## config.mk

```make
export PLATFORM = sky130hd
export DESIGN_NAME = match_timer
export DESIGN_NICKNAME = d
export VERILOG_FILES = /design/src/rtl/mt_pkg.sv /design/src/rtl/mt_prescale.sv /design/src/rtl/mt_channel.sv /design/src/rtl/match_timer.sv
export SDC_FILE = /design/constraint.sdc
export NUM_CORES = 1
export LEC_CHECK = 0
export BUFFER_PORTS_ARGS = -buffer_cell sky130_fd_sc_hd__buf_2
export CORE_UTILIZATION = 50
export CTS_CLUSTER_SIZE = 30
export DETAILED_ROUTE_END_ITERATION = 7
export PLACE_DENSITY = 0.68
export SLEW_MARGIN = 25
export SYNTH_ARGS = -nofsm -noshare
export SYNTH_HDL_FRONTEND = slang
export SYNTH_HIERARCHICAL = 1
export SYNTH_SLANG_ARGS = --single-unit
```

## constraint.sdc

```tcl
create_clock -name clk -period 3.35 [get_ports clk]
set_input_delay 0.1675 -clock clk [delete_from_list [all_inputs] [get_ports clk]]
set_output_delay 0.1675 -clock clk [all_outputs]
set_load 0.02 [all_outputs]
```

## src/rtl/mt_pkg.sv

```systemverilog
package mt_pkg;
  // Number of prescaler ratios; code k divides by 2**(3 + 2k)
  localparam int NUM_RATIO = 3;
  localparam int FLAG_BIT  = 7;

  function automatic int ratio_log2(input int code);
    return 3 + 2 * code;
  endfunction

  typedef enum logic [1:0] {
    REG_CTRL  = 2'd0,
    REG_COUNT = 2'd1,
    REG_CMP   = 2'd2
  } reg_sel_e;

  typedef struct packed {
    logic       flag;
    logic [2:0] pad;
    logic       half;
    logic [2:0] rate;
  } ctrl_t;
endpackage

```

## src/rtl/mt_prescale.sv

```systemverilog
module mt_prescale
  import mt_pkg::*;
#(
  parameter int N_RATIO = NUM_RATIO
) (
  input  logic               clk,
  input  logic               rst,
  output logic [N_RATIO-1:0] tick
);
  localparam int PW = ratio_log2(N_RATIO - 1);

  logic [PW-1:0] pcnt;

  always_ff @(posedge clk) begin
    if (rst) pcnt <= '0;
    else     pcnt <= pcnt + PW'(1);
  end

  for (genvar k = 0; k < N_RATIO; k++) begin : g_tick
    localparam int LK = ratio_log2(k);
    assign tick[k] = &pcnt[LK-1:0];

    // Every ratio is at least 8, so a tick never repeats on the next clock
    assert_tick_spacing_R4: assert property (@(posedge clk) disable iff (rst)
      tick[k] |=> !tick[k]);
  end
endmodule

```

## src/rtl/mt_channel.sv

```systemverilog
module mt_channel
  import mt_pkg::*;
#(
  parameter int CNT_W  = 32,
  parameter int HALF_W = 16
) (
  input  logic                 clk,
  input  logic                 rst,
  input  logic                 en,
  input  logic [NUM_RATIO-1:0] tick,
  input  logic                 ctrl_we,
  input  logic                 cnt_we,
  input  logic                 cmp_we,
  input  logic [CNT_W-1:0]     wdata,
  output logic [CNT_W-1:0]     ctrl_rd,
  output logic [CNT_W-1:0]     cnt_rd,
  output logic [CNT_W-1:0]     cmp_rd,
  output logic                 flag,
  output logic                 ovf
);
  localparam int UP_W = CNT_W - HALF_W;

  logic [2:0]       rate_q;
  logic             half_q;
  logic [CNT_W-1:0] cnt_q, cmp_q;
  logic [CNT_W-1:0] cnt_act, cmp_act, cnt_inc, cnt_wr, cmp_wr;
  logic             sel_tick, step, hit, all_ones;
  ctrl_t            wv, rv;

  assign wv = ctrl_t'(wdata[7:0]);

  always_comb begin
    sel_tick = 1'b0;
    for (int k = 0; k < NUM_RATIO; k++)
      if (rate_q == 3'(k)) sel_tick = tick[k];
  end

  assign step     = en && sel_tick;
  assign cnt_act  = half_q ? {{UP_W{1'b0}}, cnt_q[HALF_W-1:0]} : cnt_q;
  assign cmp_act  = half_q ? {{UP_W{1'b0}}, cmp_q[HALF_W-1:0]} : cmp_q;
  assign hit      = step && (cnt_act == cmp_act);
  assign all_ones = half_q ? (&cmp_q[HALF_W-1:0]) : (&cmp_q);
  assign cnt_inc  = half_q ? {cnt_q[CNT_W-1:HALF_W], cnt_q[HALF_W-1:0] + HALF_W'(1)}
                           : cnt_q + CNT_W'(1);
  assign cnt_wr   = half_q ? {cnt_q[CNT_W-1:HALF_W], wdata[HALF_W-1:0]} : wdata;
  assign cmp_wr   = half_q ? {cmp_q[CNT_W-1:HALF_W], wdata[HALF_W-1:0]} : wdata;

  always_ff @(posedge clk) begin
    if (rst) begin
      rate_q <= '0;
      half_q <= 1'b0;
      cnt_q  <= '0;
      cmp_q  <= '1;
      flag   <= 1'b0;
      ovf    <= 1'b0;
    end else begin
      ovf <= hit && all_ones;
      if (hit)       cnt_q <= '0;
      else if (step) cnt_q <= cnt_inc;
      if (cnt_we)    cnt_q <= cnt_wr;
      if (cmp_we)    cmp_q <= cmp_wr;
      if (ctrl_we) begin
        rate_q <= wv.rate;
        half_q <= wv.half;
      end
      if (hit)                     flag <= 1'b1;
      else if (ctrl_we && !wv.flag) flag <= 1'b0;
    end
  end

  assign rv      = '{flag: flag, pad: 3'b000, half: half_q, rate: rate_q};
  assign ctrl_rd = CNT_W'(rv);
  assign cnt_rd  = cnt_act;
  assign cmp_rd  = cmp_act;

  logic unused_pad;
  assign unused_pad = ^wv.pad;

  assert_hold_stopped_R3: assert property (@(posedge clk) disable iff (rst)
    (!en && !cnt_we) |=> $stable(cnt_q));

  assert_reserved_hold_R5: assert property (@(posedge clk) disable iff (rst)
    ((rate_q >= 3'(NUM_RATIO)) && !cnt_we) |=> $stable(cnt_q));

  assert_clear_on_match_R6: assert property (@(posedge clk) disable iff (rst)
    ($rose(flag) && !$past(cnt_we)) |-> (cnt_q == '0));

  assert_flag_clear_by_zero_R7: assert property (@(posedge clk) disable iff (rst)
    $fell(flag) |-> ($past(ctrl_we) && !$past(wdata[FLAG_BIT])));

  assert_ovf_with_flag_R8: assert property (@(posedge clk) disable iff (rst)
    ovf |-> flag);

  assert_upper_kept_R9: assert property (@(posedge clk) disable iff (rst)
    (half_q && !hit) |=> $stable(cnt_q[CNT_W-1:HALF_W]));
endmodule

```

## src/rtl/match_timer.sv

```systemverilog
module match_timer
  import mt_pkg::*;
#(
  parameter int NUM_CH = 5,
  parameter int CNT_W  = 32,
  parameter int HALF_W = 16,
  parameter int ADDR_W = 8
) (
  input  logic              clk,
  input  logic              rst,
  input  logic              wr_en,
  input  logic [ADDR_W-1:0] addr,
  input  logic [CNT_W-1:0]  wdata,
  output logic [CNT_W-1:0]  rdata,
  output logic [NUM_CH-1:0] match_flag,
  output logic [NUM_CH-1:0] ovf_pulse
);
  localparam int CH_LSB = 4;
  localparam int CH_W   = ADDR_W - 1 - CH_LSB;

  logic [NUM_RATIO-1:0] tick;
  logic [NUM_CH-1:0]    start_q;
  logic [CNT_W-1:0]     ch_ctrl [NUM_CH];
  logic [CNT_W-1:0]     ch_cnt  [NUM_CH];
  logic [CNT_W-1:0]     ch_cmp  [NUM_CH];
  logic [CNT_W-1:0]     rdata_d;
  logic                 start_hit;
  logic [CH_W-1:0]      ch_sel;
  reg_sel_e             reg_sel;

  assign start_hit = addr[ADDR_W-1];
  assign ch_sel    = addr[ADDR_W-2:CH_LSB];
  assign reg_sel   = reg_sel_e'(addr[3:2]);

  mt_prescale #(.N_RATIO(NUM_RATIO)) u_pre (
    .clk (clk),
    .rst (rst),
    .tick(tick)
  );

  for (genvar g = 0; g < NUM_CH; g++) begin : g_ch
    logic sel;
    assign sel = wr_en && !start_hit && (ch_sel == CH_W'(g));

    mt_channel #(.CNT_W(CNT_W), .HALF_W(HALF_W)) u_ch (
      .clk    (clk),
      .rst    (rst),
      .en     (start_q[g]),
      .tick   (tick),
      .ctrl_we(sel && (reg_sel == REG_CTRL)),
      .cnt_we (sel && (reg_sel == REG_COUNT)),
      .cmp_we (sel && (reg_sel == REG_CMP)),
      .wdata  (wdata),
      .ctrl_rd(ch_ctrl[g]),
      .cnt_rd (ch_cnt[g]),
      .cmp_rd (ch_cmp[g]),
      .flag   (match_flag[g]),
      .ovf    (ovf_pulse[g])
    );
  end

  always_comb begin
    rdata_d = '0;
    if (start_hit) begin
      rdata_d[NUM_CH-1:0] = start_q;
    end else begin
      for (int c = 0; c < NUM_CH; c++) begin
        if (ch_sel == CH_W'(c)) begin
          case (reg_sel)
            REG_CTRL:  rdata_d = ch_ctrl[c];
            REG_COUNT: rdata_d = ch_cnt[c];
            REG_CMP:   rdata_d = ch_cmp[c];
            default:   rdata_d = '0;
          endcase
        end
      end
    end
  end

  always_ff @(posedge clk) begin
    if (rst) begin
      start_q <= '0;
      rdata   <= '0;
    end else begin
      rdata <= rdata_d;
      if (wr_en && start_hit) start_q <= wdata[NUM_CH-1:0];
    end
  end

  logic unused_addr;
  assign unused_addr = ^addr[1:0];

  assert_start_by_write_R2: assert property (@(posedge clk) disable iff (rst)
    !(wr_en && start_hit) |=> $stable(start_q));
endmodule

```

* Word-level counts from Yosys, hierarchy flattened
Index checks and enable logic that the tools add are counted.
** Cells by class
- Bitwise operators :: 5
- Eq/ne operators :: 31
- Reductions and logical operators :: 85
- $add $sub $neg :: 11
- $lt $le $gt $ge :: 0
- Div/mod/pow operators :: 0
- $mul :: 0
- Shift operators :: 0
- Multiplexer cells :: 76
** Operators by type and width (count)
- 32-bit two-way mux :: 40
- 32-bit case mux with 3 select lines :: 5
- 32-bit by 1-bit adder with 32-bit output, second input constant :: 5
- 32-bit == test :: 5
- 32-bit AND reduction :: 5
- 16-bit by 1-bit adder with 16-bit output, second input constant :: 5
- 16-bit AND reduction :: 5
- 1-bit logical AND :: 42
- 1-bit two-way mux :: 30
- 3-bit by 2-bit == test with 1-bit output, second input constant :: 7
- 2-bit inequality test, second input constant :: 10
- 3-bit by 1-bit == test with 1-bit output, second input constant :: 6
- 3-bit zero test :: 6
- 3-bit AND reduction :: 6
- 3-bit nonzero test :: 5
- 2-bit AND reduction :: 5
- 2-bit nonzero test :: 5
- 7-bit by 1-bit adder with 7-bit output, second input constant :: 1
- 7-bit AND reduction :: 1
- 5-bit two-way mux :: 1
- 1-bit NOT :: 5
- 5-bit AND reduction :: 1
- 3-bit == test, second input constant :: 1
- 2-bit by 1-bit == test with 1-bit output, second input constant :: 1
- 4 further kinds :: 5
** Word-level totals
- Memories kept :: 0
- Memory bits (read-only) :: 0
- Input port bits :: 43
- Bits in latches :: 0
- Memory bits (writable) :: 0
- Register bits :: 394
- Output and inout bits :: 42

* Depth between registers and ports, before layout
- Depth after elaboration :: 8
- Depth in mapped cells :: 13

* Hierarchy
Netlist, hierarchy kept.
** By module, submodules not included
- mt_channel (g_ch[2].u_ch ...) :: area an instance 4554.4 um^2, sequential area each 1401.3 um^2, cells an instance 559, times used 3
- mt_channel (g_ch[0].u_ch ...) :: area an instance 4533.1 um^2, sequential area each 1401.3 um^2, cells an instance 574, times used 2
- match_timer :: area an instance 5899.4 um^2, sequential area each 740.7 um^2, cells an instance 722, times used 1
- mt_prescale :: area an instance 277.8 um^2, sequential area each 140.1 um^2, cells an instance 28, times used 1

* Least setup slack after synthesis
Ideal clock, no wire load.
- Kind :: input to register
- Start :: input port addr[4]
- End :: register g_ch[2].u_ch.cmp_q[21]
- Setup slack :: 0.660 ns
- Arrival time :: 2.560 ns
- Buffers on the path :: 6
- Stages :: 11
- Cell sequence :: buf_4 clkbuf_1 clkbuf_1 or3_1 nor2_1 clkbuf_1 nor2b_1 clkbuf_1 buf_2 mux2i_1 nand2_1
** Between the ends
- Word-level cells in the longest chain between the ends :: 4
** Ends and longest elaborated chain
- start, declared :: RTL line match_timer.sv:12 : input logic [ADDR_W-1:0] addr,
- 3-bit by 2-bit == test with 1-bit output :: RTL line match_timer.sv:43 : assign sel = wr_en && !start_hit && (ch_sel == CH_W'(g));
- 1-bit logical AND :: RTL line match_timer.sv:43
- 1-bit logical AND :: RTL line match_timer.sv:52 : .cmp_we (sel && (reg_sel == REG_CMP)),
- 2-bit AND reduction (no line)
- end signal, assigned :: RTL line mt_channel.sv:61 : if (cmp_we) cmp_q <= cmp_wr;
- end, declared :: RTL line mt_channel.sv:25 : logic [CNT_W-1:0] cnt_q, cmp_q;
Every way passes these cells.
A chain may end at the register's enable or synchronous reset.

* Worst setup path after layout
- Start :: register u_pre.pcnt[0]
- End :: register g_ch[1].u_ch.cnt_q[28]
** Between the ends
- Elaborated cells between the ends (all ways) :: 13
- Those cells by class :: 1 x eq/ne; 5 x mux; 7 x reduce/logical
** RTL lines
- start, declared :: RTL line mt_prescale.sv:12 : logic [PW-1:0] pcnt;
- start signal, assigned :: RTL line mt_prescale.sv:16 : else pcnt <= pcnt + PW'(1);
- 5-bit AND reduction (*) :: RTL line mt_prescale.sv:21 : assign tick[k] = &pcnt[LK-1:0];
- via tick[1] :: RTL line match_timer.sv:21 : logic [NUM_RATIO-1:0] tick;
- 1-bit two-way mux (*) (2 in a row) :: RTL line mt_channel.sv:35 : if (rate_q == 3'(k)) sel_tick = tick[k];
- 1-bit logical AND (*) :: RTL line mt_channel.sv:38 : assign step = en && sel_tick;
- 1-bit logical AND :: RTL line mt_channel.sv:41 : assign hit = step && (cnt_act == cmp_act);
- 2-bit inequality test (no line) (tied with other cells)
- 3-bit AND reduction (no line) or 32-bit two-way mux (tied branches)
- end signal, assigned :: RTL line mt_channel.sv:59 : else if (step) cnt_q <= cnt_inc;
- end signal, assigned :: RTL line mt_channel.sv:60 : if (cnt_we) cnt_q <= cnt_wr;
- end, declared :: RTL line mt_channel.sv:25
Mark *: on every way through the listed nets, which the timed path passes. The rest lies on a longest branch.

==> impl_metrics.tcl <==
set metrics [dict create \
    status "completed" \
    slowest_delay_ns 0.51 \
    relSlewSlack_pct 34.3 \
    yosys_register_bits 394 \
    combPwrFrac_pct 10.2 \
    timing.fmax_mhz 328 \
    grt.overflow.total 0 \
    setup_viol 0 \
    crit_top_cell "ha_1" \
    syn-cell-area_um2 28900 \
    cts.sinks 394 \
    wl_met1_um 41200 \
    initial_core_util_pct 51.0 \
    dp_hpwl_um 70000 \
    pwr-share-seq_pct 42.8 \
    wl_met2_um 44300 \
    drive_gt1_share_pct 11.5 \
    period_share_pct 91.1 \
    syn_area_per_cell_um2 8.09 \
    internal-power_uw 8150 \
    startpoint_type "register" \
    dp_cells 4103 \
    worst-path-buf-inv 0 \
    vias 26219 \
    layout_min_cycle_time_ns 3.05 \
    leakagePower_uw 0.0104 \
    grt_use_total_pct 33.4 \
    slowest_stage "or3_1" \
    ys_warn_count 6 \
    synth_edf_count 0 \
    met3_wirelength_um 9740 \
    stdcell_count 4193 \
    tightest_slew_ns 0.986 \
    p_clk_share_pct 47.0 \
    p_per_area_nw_per_um2 378 \
    grt_max_degree 127 \
    synthFlopType "dfxtp_1" \
    rows 87 \
    switchingPower_uw 3120 \
    fin_setup_tns_ns 0 \
    first_global_vias 23555 \
    slew_viol_final 0 \
    synth.largest_area_cell "dfxtp_1" \
    drtIter0Drc 2846 \
    dieArea_um2 58800 \
    hold_viol 0 \
    critical_path.top_delay_family "simple AND/OR/NAND/NOR gates" \
    clock_latency_ns 0.62 \
    min_path_type "in -> reg" \
    wire_per_inst_um 24.3 \
    max-clock-path-buffers 3 \
    fp.dieW_um 242 \
    critical_path_required_ns 3.89 \
    grt_pass1_wl_um 151000 \
    wl_um 102000 \
    yosysSeqAreaShare_pct 27.3 \
    crit_path_end_kind "register" \
    cts_root_buffer "clkbuf_16" \
    cp_cell_sequence "ha_1 -> and3_2 -> ha_1 -> nand3b_1 -> o21a_1 -> or3_1 -> o311a_4 -> nand2b_4 -> or4b_1 -> nand3_1" \
    antenna_found_initial 7 \
    worstPathArrival_ns 3.60 \
    netlist.area_leader.share_pct 27.3 \
    critical_path_class "reg -> reg" \
    finClkSkew_ns 0.0217 \
    firstDrtPassIters 7 \
    core_area_um2 56700 \
    fill_cells 5414 \
    p_sw_share_pct 27.7 \
    post-route-drc-count 0 \
    avgViaCountPerCell 6.25 \
    postCtsResizedCells 0 \
    final_cell_mix "dfxtp_1, nand2_1, mux2i_1, a21oi_1, nor2_1" \
    async_reset_ff_share_pct 0 \
    maxCapViolCount 0 \
    cts_tree "done" \
    rsz0062_at_grt "false" \
    pin_count 85 \
    dr.max_layer_used "met5" \
    areaGrowthSynthToFinish_pct 3.14 \
    antenna_left 0 \
    htree_levels 2 \
    cts_buffers 46 \
    portBuffers 82 \
    holdWs_ns 0.0318 \
    final_nets 3450 \
    vdd_drop_max_v 0.000352 \
    synth_area_leaders "dfxtp_1, mux2i_1, buf_4" \
    synth_cell_types 90 \
    die_h_um 242 \
    routabilityCongestion 0.978 \
    synthCells 3575 \
    layout_commonest_cell "dfxtp_1" \
    clk_pin_slew_worst_paths_ns 0.06 \
    cp_max_fo 9 \
]
-- power groups by stage --
stage                     sequential, uW  combinational (uW)  clock (uW)
after floorplan                     4910                 787           0
after global placement              4920                1100           0
after detailed placement            4920                1100           0
after CTS                           4820                1110        5340
after global routing                4820                1190        5520
final                               4820                1150        5300
-- cell families after synthesis --
group,synth area share (%)
adders and majority gates,0.346
other,0.0649
DFF,27.3
xor gates and xnor gates,5.00
and+or+nand+nor,21.5
muxes,12.0
AOI/OAI and AO/OA,20.0
buffers and inverters,13.8
-- cells in the mapped netlist, types with 27 or more instances --
cell / instances
dfxtp_1: 394
mux2i_1: 343
nand2_1: 343
buf_4: 321
nor2_1: 176
a21oi_1: 170
nor2b_1: 152
clkbuf_1: 149
inv_1: 141
o21ai_0: 122
xor2_1: 109
nand3_1: 104
nand4_1: 85
nor3_1: 62
nand2b_1: 58
o2bb2ai_1: 57
xnor2_1: 56
o211ai_1: 55
a221oi_1: 52
buf_2: 47
o221ai_1: 47
and3_1: 35
nor4_1: 33
a221oi_2: 27
-- metrics by stage --
stage | total power (uW) | utilization [%] | setup WS (ns) | instance area, um^2
CTS | 11300 | 52.6 | 0.381 | 29800
floorplan | 5700 | - | 0.660 | 29400
global placement | 6020 | 49.7 | 0.417 | 28200
global route | 11500 | 52.6 | 0.207 | 29800
finish | 11300 | 52.6 | 0.297 | 29800
detailed placement | 6020 | 49.7 | 0.417 | 28200
-- state kept, by name (all words and copies together) (netlist names) --
| signal | count |
|---|---|
| g_ch.u_ch/cmp_q | 160 |
| g_ch.u_ch/cnt_q | 160 |
| rdata | 32 |
| g_ch.u_ch/rate_q | 15 |
| u_pre/pcnt | 7 |
| g_ch.u_ch/flag | 5 |
| g_ch.u_ch/half_q | 5 |
| g_ch.u_ch/ovf | 5 |
| start_q | 5 |
-- worst min-delay path: stages --
cell and delay [ns]:
buf_2 0.24, nand3_1 0.12, a21oi_1 0.06
-- layout make-up --
class / count / area [um^2] / share of cell area [%]
multi-input combinational: 2623 / 17600 / 59.0
sequential: 394 / 7890 / 26.5
clock inverter: 22 / 235 / 0.789
tap: 756 / 946 / 3.17
antenna: 4 / 10.0 / 0.0336
inverter: 141 / 529 / 1.78
timing repair buffer: 193 / 1310 / 4.38
clock buffer: 60 / 1320 / 4.41
-- per-layer routing --
layer | global-route usage, % | vias to the layer above
li1 | - | 12078
met1 | 44.0 | 12402
met2 | 51.1 | 1407
met3 | 5.97 | 328
met4 | 19.4 | 4
met5 | 0 | -
-- final timing paths --
kind            startpoint                endpoint  slack [ns]  depth (start not counted)
max          u_pre/pcnt[0]  g_ch[1].u_ch/cnt_q[28]        0.30                         10
min               wdata[4]              start_q[4]        0.03                          3
min reg2reg  u_pre/pcnt[0]           u_pre/pcnt[0]        0.46                          1
max reg2reg  u_pre/pcnt[0]  g_ch[1].u_ch/cnt_q[28]        0.30                         10
-- timing repair --
| item | in CTS | in global routing |
|---|---|---|
| setup endpoints to repair | 0 | 0 |
| setup buffers | 0 | 0 |
| hold buffers | 4 | 0 |
| endpoints found under the hold margin | 6 | 0 |
(Power assumes the default switching activity.)
